File: config.mk
export PLATFORM = sky130hd
export DESIGN_NAME = thr_regs
export DESIGN_NICKNAME = d
export VERILOG_FILES = /design/src/rtl/thr_pkg.sv /design/src/rtl/thr_ctrl_reg.sv /design/src/rtl/thr_stat_reg.sv /design/src/rtl/thr_regs.sv
export SDC_FILE = /design/constraint.sdc
export NUM_CORES = 1
export LEC_CHECK = 0
export ABC_AREA = 1
export BUFFER_PORTS_ARGS = -buffer_cell sky130_fd_sc_hd__buf_2
export CORE_AREA = 2 2 39 41
export CTS_CLUSTER_DIAMETER = 40
export CTS_CLUSTER_SIZE = 40
export DETAILED_ROUTE_END_ITERATION = 10
export DIE_AREA = 0 0 41 43
export GPL_TIMING_DRIVEN = 0
export PLACE_DENSITY = 0.71
export REMOVE_ABC_BUFFERS = 1
export SYNTH_ARGS = -nofsm -noshare
export SYNTH_HDL_FRONTEND = slang
export SYNTH_SLANG_ARGS = --single-unit
File: constraint.sdc
create_clock -name clk -period 1.06 [get_ports clk]
set_input_delay 0.053 -clock clk [delete_from_list [all_inputs] [get_ports clk]]
set_output_delay 0.053 -clock clk [all_outputs]
set_load 0.01 [all_outputs]
File: src/rtl/thr_pkg.sv
package thr_pkg;
    localparam int CTRL_W   = 8;
    localparam int DATA_W   = 16;
    localparam int ADDR_W   = 4;
    localparam int HOC_BIT  = 3;
    localparam int LOCK_BIT = 0;
    localparam int RISE_BIT = 0;
    localparam int FALL_BIT = 1;

    typedef struct packed {
        logic hoc;
        logic lock;
        logic halt;
    } ctrl_st_t;

    typedef struct packed {
        logic rise;
        logic fall;
    } stat_st_t;
endpackage

File: src/rtl/thr_ctrl_reg.sv
module thr_ctrl_reg
    import thr_pkg::*;
(
    input  logic              clk,
    input  logic              rst_n,
    input  logic              wr,
    input  logic [CTRL_W-1:0] wdata,
    input  logic              cat_trip,
    output logic [CTRL_W-1:0] rd,
    output logic              halt
);
    ctrl_st_t st_d, st_q;

    always_comb begin
        st_d = st_q;
        if (wr && !st_q.lock) begin
            st_d.hoc  = wdata[HOC_BIT];
            st_d.lock = wdata[LOCK_BIT];
        end
        if (st_q.hoc && cat_trip)
            st_d.halt = 1'b1;
    end

    always_ff @(posedge clk or negedge rst_n) begin
        if (!rst_n) st_q <= '0;
        else        st_q <= st_d;
    end

    always_comb begin
        rd           = '0;
        rd[HOC_BIT]  = st_q.hoc;
        rd[LOCK_BIT] = st_q.lock;
    end

    assign halt = st_q.halt;

    a_r4_locked_frozen: assert property (@(posedge clk) disable iff (!rst_n)
        (st_q.lock && wr) |=> (st_q.lock && $stable(st_q.hoc)));
    a_r5_lock_sticky: assert property (@(posedge clk) disable iff (!rst_n)
        st_q.lock |=> st_q.lock);
    a_r6_no_halt_disabled: assert property (@(posedge clk) disable iff (!rst_n)
        (!st_q.hoc && !st_q.halt) |=> !halt);
    a_r7_halt_sets: assert property (@(posedge clk) disable iff (!rst_n)
        (st_q.hoc && cat_trip) |=> halt);
    a_r7_halt_sticky: assert property (@(posedge clk) disable iff (!rst_n)
        halt |=> halt);
endmodule

File: src/rtl/thr_stat_reg.sv
module thr_stat_reg
    import thr_pkg::*;
(
    input  logic              clk,
    input  logic              rst_n,
    input  logic              wr,
    input  logic [1:0]        clr,
    input  logic              ev_rise,
    input  logic              ev_fall,
    output logic [DATA_W-1:0] rd,
    output logic              irq
);
    stat_st_t st_d, st_q;
    logic     clr_rise, clr_fall;

    assign clr_rise = wr && clr[RISE_BIT];
    assign clr_fall = wr && clr[FALL_BIT];

    always_comb begin
        st_d = st_q;
        if (clr_rise) st_d.rise = 1'b0;
        if (clr_fall) st_d.fall = 1'b0;
        if (ev_rise)  st_d.rise = 1'b1;
        if (ev_fall)  st_d.fall = 1'b1;
    end

    always_ff @(posedge clk or negedge rst_n) begin
        if (!rst_n) st_q <= '0;
        else        st_q <= st_d;
    end

    always_comb begin
        rd           = '0;
        rd[RISE_BIT] = st_q.rise;
        rd[FALL_BIT] = st_q.fall;
    end

    assign irq = st_q.rise | st_q.fall;

    a_r10_rise_wins: assert property (@(posedge clk) disable iff (!rst_n)
        ev_rise |=> st_q.rise);
    a_r10_fall_wins: assert property (@(posedge clk) disable iff (!rst_n)
        ev_fall |=> st_q.fall);
    a_r9_rise_clear: assert property (@(posedge clk) disable iff (!rst_n)
        (clr_rise && !ev_rise) |=> !st_q.rise);
    a_r9_fall_keep: assert property (@(posedge clk) disable iff (!rst_n)
        (st_q.fall && !clr_fall) |=> st_q.fall);
    a_r11_irq_after_event: assert property (@(posedge clk) disable iff (!rst_n)
        (ev_rise || ev_fall) |=> irq);
endmodule

File: src/rtl/thr_regs.sv
module thr_regs
    import thr_pkg::*;
#(
    parameter logic [ADDR_W-1:0] CTRL_ADDR = 4'd0,
    parameter logic [ADDR_W-1:0] STAT_ADDR = 4'd2
)(
    input  logic              clk,
    input  logic              rst_n,
    input  logic              bus_wr,
    input  logic [ADDR_W-1:0] bus_addr,
    input  logic [DATA_W-1:0] bus_wdata,
    output logic [DATA_W-1:0] bus_rdata,
    input  logic              cat_trip,
    input  logic              hot_rise,
    input  logic              hot_fall,
    output logic              clk_halt,
    output logic              irq
);
    logic              wr_ctrl, wr_stat;
    logic [CTRL_W-1:0] ctrl_rd;
    logic [DATA_W-1:0] stat_rd;
    logic              unused_hi;

    assign wr_ctrl   = bus_wr && (bus_addr == CTRL_ADDR);
    assign wr_stat   = bus_wr && (bus_addr == STAT_ADDR);
    assign unused_hi = ^bus_wdata[DATA_W-1:CTRL_W];

    thr_ctrl_reg u_ctrl (
        .clk      (clk),
        .rst_n    (rst_n),
        .wr       (wr_ctrl),
        .wdata    (bus_wdata[CTRL_W-1:0]),
        .cat_trip (cat_trip),
        .rd       (ctrl_rd),
        .halt     (clk_halt)
    );

    thr_stat_reg u_stat (
        .clk     (clk),
        .rst_n   (rst_n),
        .wr      (wr_stat),
        .clr     (bus_wdata[1:0]),
        .ev_rise (hot_rise),
        .ev_fall (hot_fall),
        .rd      (stat_rd),
        .irq     (irq)
    );

    always_comb begin
        if (bus_addr == CTRL_ADDR)      bus_rdata = {{(DATA_W-CTRL_W){1'b0}}, ctrl_rd};
        else if (bus_addr == STAT_ADDR) bus_rdata = stat_rd;
        else                            bus_rdata = '0;
    end

    a_r11_irq_matches_read: assert property (@(posedge clk) disable iff (!rst_n)
        (bus_addr == STAT_ADDR) |-> (irq == (bus_rdata != 16'h0)));
endmodule

==> results of run 1 <==
[cells in the mapped netlist]
master / number / share of area
sky130_fd_sc_hd__a21o_1: 1 / 0.020
sky130_fd_sc_hd__buf_4: 13 / 0.25
sky130_fd_sc_hd__conb_1: 1 / 0.0098
sky130_fd_sc_hd__dfrtp_1: 5 / 0.33
sky130_fd_sc_hd__inv_1: 10 / 0.098
sky130_fd_sc_hd__nand2_1: 8 / 0.078
sky130_fd_sc_hd__nand3_2: 1 / 0.026
sky130_fd_sc_hd__nand4_1: 2 / 0.033
sky130_fd_sc_hd__nor2_1: 2 / 0.020
sky130_fd_sc_hd__nor2_2: 3 / 0.049
sky130_fd_sc_hd__nor2_4: 1 / 0.029
sky130_fd_sc_hd__o21ai_1: 2 / 0.026
sky130_fd_sc_hd__o22ai_2: 1 / 0.033
[where the power goes]
group / switching, uW / leakage (uW) / internal [uW]
registers: 4.44 / 0.0000529 / 200
clock network: 82.1 / 0.0000177 / 137
logic: 58.4 / 0.000236 / 41.4
total: 145 / 0.000306 / 378
[through the flow]
step           setup WS (ns)  hold slack (ns)    util  total power, uW  instance area [um2]
5_1_grt              0.01542          0.01315  0.3571            564.3                494.2
2_1_floorplan         0.2931          -0.2426       -            256.1                331.6
6_report             0.05672          0.01048  0.3571            522.9                494.2
3_5_place_dp          0.2437          -0.1287  0.3156            300.1                436.7
4_1_cts              0.03946         0.003949  0.3571            537.9                494.2
3_3_place_gp          0.2641          -0.1320  0.3156            298.3                436.7
[layout make-up]
class,count,area (um2)
Tap cell,16,20.02
Timing Repair Buffer,20,115.1
Inverter,10,37.54
Multi-Input combinational cell,34,168.9
Clock inverter,1,5.005
Fill cell,159,889.6
Clock buffer,3,22.52
Sequential cell,5,125.1
[worst paths after layout]
| path | to | slack (ns) | from |
|---|---|---|---|
| min reg2reg | u_ctrl.halt$_DFFE_PN0P_ | 0.46 | u_ctrl.halt$_DFFE_PN0P_ |
| min | u_ctrl.halt$_DFFE_PN0P_ | 0.01 | cat_trip |
| max reg2reg | u_ctrl.rd[3]$_DFFE_PN0P_ | 0.24 | u_ctrl.rd[0]$_DFFE_PN0P_ |
| min in group asynchronous | u_stat.rd[0]$_DFFE_PN0P_ | 0.14 | rst_n |
| max | bus_rdata[0] | 0.06 | u_ctrl.rd[0]$_DFFE_PN0P_ |
| max in group asynchronous | u_stat.rd[1]$_DFFE_PN0P_ | 0.78 | rst_n |
[cell families after synthesis]
kind of cell | share of synthesized area
buf+inv | 0.3518
compound gates | 0.07818
other cells | 0.009763
flops | 0.3257
simple gates | 0.2345
[metal layers]
layer,GRT usage,vias to the layer above,part of all wire
li1,-,169,-
met4,0.06000,0,0
met1,0.06931,145,0.37
met5,0,-,0
met3,0.03141,0,0.12
met2,0.1219,16,0.52
[flip-flops by register name, summed over array words and instances (netlist names)]
register / cells
u_ctrl.rd: 2
u_ctrl.halt: 1
u_stat.rd: 2
==> reports/qor.json, run 1 <==
{
  "result_of_the_run": "finished, final reports clean",
  "route.detailed.wl_per_inst_um": 7.169,
  "port_buffers": 17,
  "ctsHtreeMaxLevel": 1,
  "ff2ff_path_depth": 4,
  "die_width_um": 41,
  "num_antenna_cells": 0,
  "coreArea_um2": 1384,
  "dpl.cell_count": 82,
  "drt_iter0_drc": 2,
  "antenna_left": 0,
  "post_cts_hold_buffer_count": 3,
  "initial_utilization": 0.2776,
  "rsz0062_at_grt": "false",
  "grt_max_degree": 6,
  "detailed_routing_iterations_pass_1": 3,
  "finalWeightedCongestion": 0.6993,
  "row_count": 14,
  "insertion_delay_ns": 0.24,
  "layout_worst_path_cycle_share": 0.9465,
  "final-instance-count-excl-fill": 89,
  "layout_common_cells": "sky130_fd_sc_hd__buf_2, sky130_fd_sc_hd__conb_1, sky130_fd_sc_hd__inv_1",
  "fmax_mhz": 996.7,
  "clock-root-buffer": "sky130_fd_sc_hd__clkbuf_4",
  "timing.critical_path.arrival_ns": 0.95,
  "timing.critical_path.slowest_stage_cell": "sky130_fd_sc_hd__dfrtp_1",
  "postRouteWirelength_um": 638,
  "crit_path_capture_type": "output pin",
  "detailroute.via_count": 330,
  "whs_path_depth": 2,
  "postCtsResizedCells": 0,
  "final-setup-viol-count": 0,
  "residual_overflow_from_global_routing": 0,
  "clock_skew_ns": 0.00002937,
  "synth.yosys.seq_area_share": 0.3257,
  "first_global_vias": 264,
  "path_clk_slew_ns": 0.05,
  "path_cells": "inv_1 -> o22ai_2 -> buf_2",
  "crit_path_max_fanout": 2,
  "final.min_clock_period_ns": 1.003,
  "cts-buffers-inserted": 3,
  "grt_antenna_before_repair": 0,
  "timing.critical_path.from_type": "flip-flop",
  "post-cts-setup-buffers": 0,
  "synth.ff_latch_count": 5,
  "setup.worst_path.class": "flip-flop to output pin",
  "synthesis.instances": 50,
  "layout-drive-gt1-share": 0.3699,
  "mapped_cell_area_um2": 384.1,
  "grt_usage": 0.07591,
  "vias_per_cell": 3.708,
  "die_height_um": 43,
  "timing.critical_path.buf_inv": 2,
  "leakagePower_uw": 0.0003062,
  "peak_vdd_ir_uv": 509.3,
  "cts.sinks": 5,
  "placed_wire_length_estimate_after_detailed_placement_um": 581.6,
  "cpPeakStageDelay_ns": 0.35,
  "post_synth.cell_area_avg_um2": 7.682,
  "report.final.hold_viol_count": 0,
  "total_number_of_cells_along_the_worst_setup_path": 3,
  "ys.warnings.count": 0,
  "hold_class": "input port to flip-flop",
  "final_common_cell": "sky130_fd_sc_hd__buf_2",
  "powerDensity_nw_per_um2": 1058,
  "layout_overhead_on_the_synthesized_area_pct": 28.66,
  "timing_max_transition_violations_final": 0,
  "cp.required_ns": 1.01,
  "area_enclosed_by_the_die_boundary_um2": 1763,
  "cts_tree": "built",
  "worst_path_dominant_cell_family": "flip-flops",
  "first_pass_grt_wire_length_um": 876,
  "remaining_drc_errors": 0,
  "cts_max_path_buffers": 2,
  "design.final.nets": 100,
  "io_pins": 44,
  "setup-tns-final_ns": 0,
  "timing.max_cap.violations": 0,
  "synth_cell_types": 13
}
(Power assumes the default switching activity.)
==> run 2, diff against run 1 <==
--- a/config.mk
+++ b/config.mk
@@ -6,14 +6,16 @@
 export NUM_CORES = 1
 export LEC_CHECK = 0
 export ABC_AREA = 1
-export BUFFER_PORTS_ARGS = -buffer_cell sky130_fd_sc_hd__buf_2
-export CORE_AREA = 2 2 39 41
+export CELL_PAD_IN_SITES_DETAIL_PLACEMENT = 0
+export CELL_PAD_IN_SITES_GLOBAL_PLACEMENT = 2
+export CORE_MARGIN = 1
+export CORE_UTILIZATION = 24
 export CTS_CLUSTER_DIAMETER = 40
 export CTS_CLUSTER_SIZE = 40
 export DETAILED_ROUTE_END_ITERATION = 10
-export DIE_AREA = 0 0 41 43
+export DONT_BUFFER_PORTS = 1
 export GPL_TIMING_DRIVEN = 0
-export PLACE_DENSITY = 0.71
+export PLACE_DENSITY_LB_ADDON = 0.1
 export REMOVE_ABC_BUFFERS = 1
 export SYNTH_ARGS = -nofsm -noshare
 export SYNTH_HDL_FRONTEND = slang
==> run 2 against run 1 <==
Effect of this change:
- cell area shrank 11%
- utilization down 6.6 points
- wire length is 0.47% higher
- sequential cell count unchanged
- die area hardly changed
- combinational power decreased by 30%
- first-iteration DRC count decreased by 50%
- via count fell by 16%
- sequential share of layout area grew 3.3 points
- sequential power increased by 2%
- critical path depth shrank 1
- critical endpoint unchanged
==> reports/qor.json, run 2 (same netlist as run 1, synthesis figures left out) <==
{
  "timing.critical_path.from_type": "flip-flop",
  "layout_worst_path_cycle_share": 0.8618,
  "grt_usage": 0.08680,
  "result_of_the_run": "finished, final reports clean",
  "cts-buffers-inserted": 3,
  "dpl.cell_count": 65,
  "final-instance-count-excl-fill": 75,
  "postCtsResizedCells": 0,
  "placed_wire_length_estimate_after_detailed_placement_um": 552.9,
  "crit_path_capture_type": "output pin",
  "die_height_um": 42.01,
  "detailroute.via_count": 277,
  "worst_setup_margin_ns": 0.1465,
  "grt_antenna_before_repair": 0,
  "final.min_clock_period_ns": 0.9135,
  "initial_utilization": 0.2550,
  "layout_common_cells": "sky130_fd_sc_hd__conb_1, sky130_fd_sc_hd__inv_1, sky130_fd_sc_hd__nand2_1",
  "residual_overflow_from_global_routing": 0,
  "route.detailed.wl_per_inst_um": 8.547,
  "peak_vdd_ir_uv": 396.3,
  "layout_overhead_on_the_synthesized_area_pct": 14.01,
  "final_common_cell": "sky130_fd_sc_hd__conb_1",
  "postRouteWirelength_um": 641,
  "ctsHtreeMaxLevel": 1,
  "crit_path_max_fanout": 2,
  "design.final.nets": 86,
  "final-setup-viol-count": 0,
  "area_enclosed_by_the_die_boundary_um2": 1764,
  "cp.required_ns": 1.01,
  "report.final.hold_viol_count": 0,
  "row_count": 14,
  "total_cell_area_at_the_placement_stage_um2": 351.6,
  "cts.sinks": 5,
  "finalWeightedCongestion": 0.6375,
  "powerDensity_nw_per_um2": 1133,
  "timing.critical_path.arrival_ns": 0.86,
  "hold_class": "input port to flip-flop",
  "place_worst_setup_slack_ns": 0.2381,
  "remaining_drc_errors": 0,
  "post_cts_hold_buffer_count": 6,
  "post-layout-total-power_uw": 496.2,
  "setup.worst_path.class": "flip-flop to output pin",
  "first_global_vias": 262,
  "detailed_routing_iterations_pass_1": 2,
  "timing_max_transition_violations_final": 0,
  "port_buffers": 0,
  "die_width_um": 42.01,
  "io_pins": 44,
  "setup-tns-final_ns": 0,
  "layout-drive-gt1-share": 0.1525,
  "launch_point_of_the_worst_hold_path": "bus_addr[1]",
  "cts_max_path_buffers": 2,
  "clock_skew_ns": 0.002453,
  "r2r_start": "u_ctrl.rd[0]$_DFFE_PN0P_",
  "critical_path.startpoint": "u_ctrl.rd[0]$_DFFE_PN0P_",
  "coreArea_um2": 1506,
  "leakagePower_uw": 0.0002457,
  "finalInstanceArea_um2": 437.9,
  "timing.max_cap.violations": 0,
  "fmax_mhz": 1095,
  "antenna_left": 0,
  "post-cts-setup-buffers": 0,
  "grt_max_degree": 6,
  "first_pass_grt_wire_length_um": 1083,
  "layout.filler_cells": 171,
  "drt_iter0_drc": 1,
  "clock-root-buffer": "sky130_fd_sc_hd__clkbuf_4",
  "rsz0062_at_grt": "false",
  "insertion_delay_ns": 0.24,
  "path_clk_slew_ns": 0.04,
  "num_antenna_cells": 0,
  "vias_per_cell": 3.693,
  "cts_tree": "built"
}
## run 2: cell types whose count changed in the layout (fill, tap and decap cells not counted), sizes merged
cell,change
buf,-17
clkinv,-1
dlygate4sd3,+3
clkbuf,+1
## run 2: metal layers
layer / up-vias / share of wire / GRT usage
met4: 0 / 0.012 / 0.1161
met2: 21 / 0.48 / 0.1313
li1: 140 / - / -
met3: 2 / 0.11 / 0.03017
met1: 114 / 0.39 / 0.07859
met5: - / 0 / 0
## run 2: cell type report
class,instances,area [um2],share of cell area
Clock buffer,4,26.28,0.06000
Inverter,10,37.54,0.08571
Multi-Input combinational cell,34,168.9,0.3857
Sequential cell,5,125.1,0.2857
Tap cell,16,20.02,0.04571
Timing Repair Buffer,6,60.06,0.1371
## run 2: path summary, 6_finish.rpt
kind,end,slack [ns],depth (start not counted)
max in group asynchronous,u_ctrl.rd[0]$_DFFE_PN0P_,0.77,1
max reg2reg,u_ctrl.rd[3]$_DFFE_PN0P_,0.25,4
min in group asynchronous,u_ctrl.halt$_DFFE_PN0P_,0.10,1
min reg2reg,u_stat.rd[0]$_DFFE_PN0P_,0.47,2
max,bus_rdata[0],0.15,2
min,u_ctrl.rd[3]$_DFFE_PN0P_,0.02,3
## run 2: where the power goes
group	switching, uW	total [uW]	internal (uW)
combinational	43.0	70.1	27.2
sequential	9.07	209	200
clock	74.7	217	142
## run 2: through the flow
stage / hold WS, ns / util
3_3_place_gp: -0.2424 / 0.2334
4_1_cts: 0.01266 / 0.2907
6_report: 0.01532 / 0.2907
5_1_grt: 0.02364 / 0.2907
3_5_place_dp: -0.2424 / 0.2334
2_1_floorplan: -0.2426 / -
## run 2: worst max-delay path, stage by stage (launching register included)
cell and delay (ns):
sky130_fd_sc_hd__dfrtp_1 0.35, sky130_fd_sc_hd__inv_1 0.07, sky130_fd_sc_hd__o22ai_2 0.21
==> run 3, diff against run 2 <==
--- a/config.mk
+++ b/config.mk
@@ -8,8 +8,9 @@
 export ABC_AREA = 1
 export CELL_PAD_IN_SITES_DETAIL_PLACEMENT = 0
 export CELL_PAD_IN_SITES_GLOBAL_PLACEMENT = 2
+export CORE_ASPECT_RATIO = 1.2
 export CORE_MARGIN = 1
-export CORE_UTILIZATION = 24
+export CORE_UTILIZATION = 27
 export CTS_CLUSTER_DIAMETER = 40
 export CTS_CLUSTER_SIZE = 40
 export DETAILED_ROUTE_END_ITERATION = 10
@@ -19,4 +20,5 @@
 export REMOVE_ABC_BUFFERS = 1
 export SYNTH_ARGS = -nofsm -noshare
 export SYNTH_HDL_FRONTEND = slang
+export SYNTH_HIERARCHICAL = 1
 export SYNTH_SLANG_ARGS = --single-unit
==> run 3 against run 2 <==
Effect of this change:
- die area grew 35%
- count of clock-buffer cells in the layout stayed put
- utilization increased by 1.6 points
- setup slack worse by 0.034 ns
- hold slack gained 0.053 ns
- sequential cell count did not move
- largest cell class unchanged
- wire length grew 51%
- via count increased by 71%
- critical path depth down 1
- combinational power up 35%
- area after synthesis up 53%
==> reports/qor.json, run 3 <==
{
  "io_pins": 44,
  "coreArea_um2": 2049,
  "post-cts-setup-buffers": 0,
  "async_reset_ff_frac": 1.000,
  "worst_setup_margin_ns": 0.1127,
  "area_enclosed_by_the_die_boundary_um2": 2374,
  "row_count": 18,
  "layout_overhead_on_the_synthesized_area_pct": 6.794,
  "fraction_of_power_spent_switching_nets": 0.2635,
  "synth.ff_latch_count": 5,
  "setup.worst_path.class": "flip-flop to output pin",
  "postCtsResizedCells": 0,
  "clock-root-buffer": "sky130_fd_sc_hd__clkbuf_4",
  "power_frac_comb": 0.190,
  "ys.flop_type": "sky130_fd_sc_hd__dfrtp_1",
  "grt_max_degree": 19,
  "final.min_clock_period_ns": 0.9473,
  "layout_worst_path_cycle_share": 0.8937,
  "route.detailed.wl_per_inst_um": 7.333,
  "cts-buffers-inserted": 3,
  "synth.yosys.seq_area_share": 0.2123,
  "rsz0062_at_grt": "false",
  "worst_path_dominant_cell_family": "flip-flops",
  "synth-edff-count": 0,
  "layout_common_cells": "sky130_fd_sc_hd__nand2_1, sky130_fd_sc_hd__conb_1, sky130_fd_sc_hd__nand3_1",
  "vias_per_cell": 3.591,
  "grt_usage": 0.09251,
  "timing.max_cap.violations": 0,
  "yosys-top-cells-area": "sky130_fd_sc_hd__buf_4, sky130_fd_sc_hd__dfrtp_1, sky130_fd_sc_hd__nand3_1, sky130_fd_sc_hd__nand2_1, sky130_fd_sc_hd__inv_1",
  "detailroute.via_count": 474,
  "first_pass_grt_wire_length_um": 1524,
  "post_synth.cell_area_avg_um2": 6.269,
  "cts.sinks": 5,
  "powerDensity_nw_per_um2": 794.5,
  "result_of_the_run": "finished, final reports clean",
  "drt_iter0_drc": 5,
  "timing.critical_path.slowest_stage_cell": "sky130_fd_sc_hd__dfrtp_1",
  "mapped_cell_area_um2": 589.3,
  "remaining_drc_errors": 0,
  "clock_skew_ns": 0.002749,
  "finalWeightedCongestion": 0.5632,
  "insertion_delay_ns": 0.24,
  "fmax_mhz": 1056,
  "cp.required_ns": 1.01,
  "net-switching-power_uw": 131.8,
  "yosys.area.top_type": "sky130_fd_sc_hd__buf_4",
  "timing.critical_path.from_type": "flip-flop",
  "cpPeakStageDelay_ns": 0.38,
  "synthesis.instances": 94,
  "peak_vdd_ir_uv": 561.4,
  "setup-tns-final_ns": 0,
  "postRouteWirelength_um": 968,
  "cts_max_path_buffers": 2,
  "detailed_routing_iterations_pass_1": 4,
  "leakagePower_uw": 0.0003299,
  "first_global_vias": 362,
  "synth.top_cell.area_share": 0.2548,
  "residual_overflow_from_global_routing": 0,
  "design.final.nets": 129,
  "die_width_um": 44.65,
  "die_height_um": 53.18,
  "placed_wire_length_estimate_after_detailed_placement_um": 760.3,
  "path_cells": "or2_1",
  "path_clk_slew_ns": 0.04,
  "synth_commonest_cells": "sky130_fd_sc_hd__buf_4, sky130_fd_sc_hd__nand2_1, sky130_fd_sc_hd__nand3_1, sky130_fd_sc_hd__inv_1, sky130_fd_sc_hd__nor2_1",
  "ctsHtreeMaxLevel": 1,
  "clock_power_share": 0.424,
  "internal_power_uw": 368.3,
  "crit_path_capture_type": "output pin",
  "place_worst_setup_slack_ns": 0.02534,
  "port_buffers": 0,
  "timing_max_transition_violations_final": 0,
  "synth_cell_types": 14,
  "layout_utilization": 0.3071,
  "timing.critical_path.arrival_ns": 0.89,
  "cts_tree": "built",
  "r2r_slack_ns": 0.35,
  "hold_class": "input port to flip-flop",
  "power_frac_seq": 0.387,
  "timing.critical_path.buf_inv": 0,
  "grt_antenna_before_repair": 0,
  "initial_utilization": 0.2875,
  "post_cts_hold_buffer_count": 7,
  "ys.warnings.count": 6,
  "report.final.hold_viol_count": 0,
  "final-setup-viol-count": 0,
  "antenna_left": 0,
  "layout-drive-gt1-share": 0.07843,
  "num_antenna_cells": 0,
  "crit_path_max_fanout": 3
}
==> run 3: changes by cell type after synthesis, sizes merged, moves of 3 or more <==
cell   before  now
buf        13   21
inv        10   13
nand2       8   21
nand3       1   17
nor2        6   13
==> run 3: path summary, 6_finish.rpt <==
check,from,endpoint,depth (start not counted)
min reg2reg,u_stat/rd[1]$_DFFE_PN0P_,u_stat/rd[1]$_DFFE_PN0P_,2
max reg2reg,u_ctrl/rd[0]$_DFFE_PN0P_,u_ctrl/rd[3]$_DFFE_PN0P_,4
max in group asynchronous,rst_n,u_ctrl/halt$_DFFE_PN0P_,1
min in group asynchronous,rst_n,u_ctrl/rd[0]$_DFFE_PN0P_,1
max,u_stat/rd[1]$_DFFE_PN0P_,irq,1
min,bus_wr,u_ctrl/rd[0]$_DFFE_PN0P_,4
==> run 3: area by class of cell <==
type                    instances  area [um2]
inverters                      13       48.80
fillers                       237        1420
multi-input cells              73       321.6
clock buffers                   4       26.28
well taps                      30       37.54
repair buffers                  7       70.07
flip-flops and latches          5       125.1
==> run 3: metal layers <==
layer  up-vias  part of all wire  GRT usage
li1        264                 -          -
met1       196              0.43     0.1120
met2        14              0.53     0.1348
met3         0             0.046    0.03413
met4         0                 0    0.06061
met5         -                 0          0
==> run 3: logic make-up after synthesis <==
| logic type | Yosys count | synth area share |
|---|---|---|
| simple gates | 52 | 0.4055 |
| buf+inv | 34 | 0.3567 |
| flops | 5 | 0.2123 |
| other cells | 2 | 0.01274 |
| compound gates | 1 | 0.01274 |
==> run 3: per-stage QoR <==
step,std cells,area (um2),power [uW],hold slack (ns)
after global placement,121,533.0,266.3,-0.2425
after CTS,132,629.4,510.5,0.06356
after global routing,132,629.4,542.4,0.1078
final,132,629.4,500.1,0.06794
after detailed placement,121,533.0,266.2,-0.2425
after floorplan,91,495.5,256.5,-0.2426
==> run 3: power groups by stage <==
stage / logic (uW) / registers [uW] / clock network (uW)
6_report: 94.8 / 193 / 212
5_1_grt: 111 / 193 / 238
4_1_cts: 93.9 / 193 / 223
3_5_place_dp: 70.1 / 196 / 0
3_3_place_gp: 70.2 / 196 / 0
2_1_floorplan: 60.6 / 196 / 0
==> run 3: tightest hold or removal path: stages <==
cell	delay, ns
sky130_fd_sc_hd__inv_1	0.05
sky130_fd_sc_hd__nor2_1	0.07
sky130_fd_sc_hd__nand2_1	0.05
sky130_fd_sc_hd__nand2_1	0.04
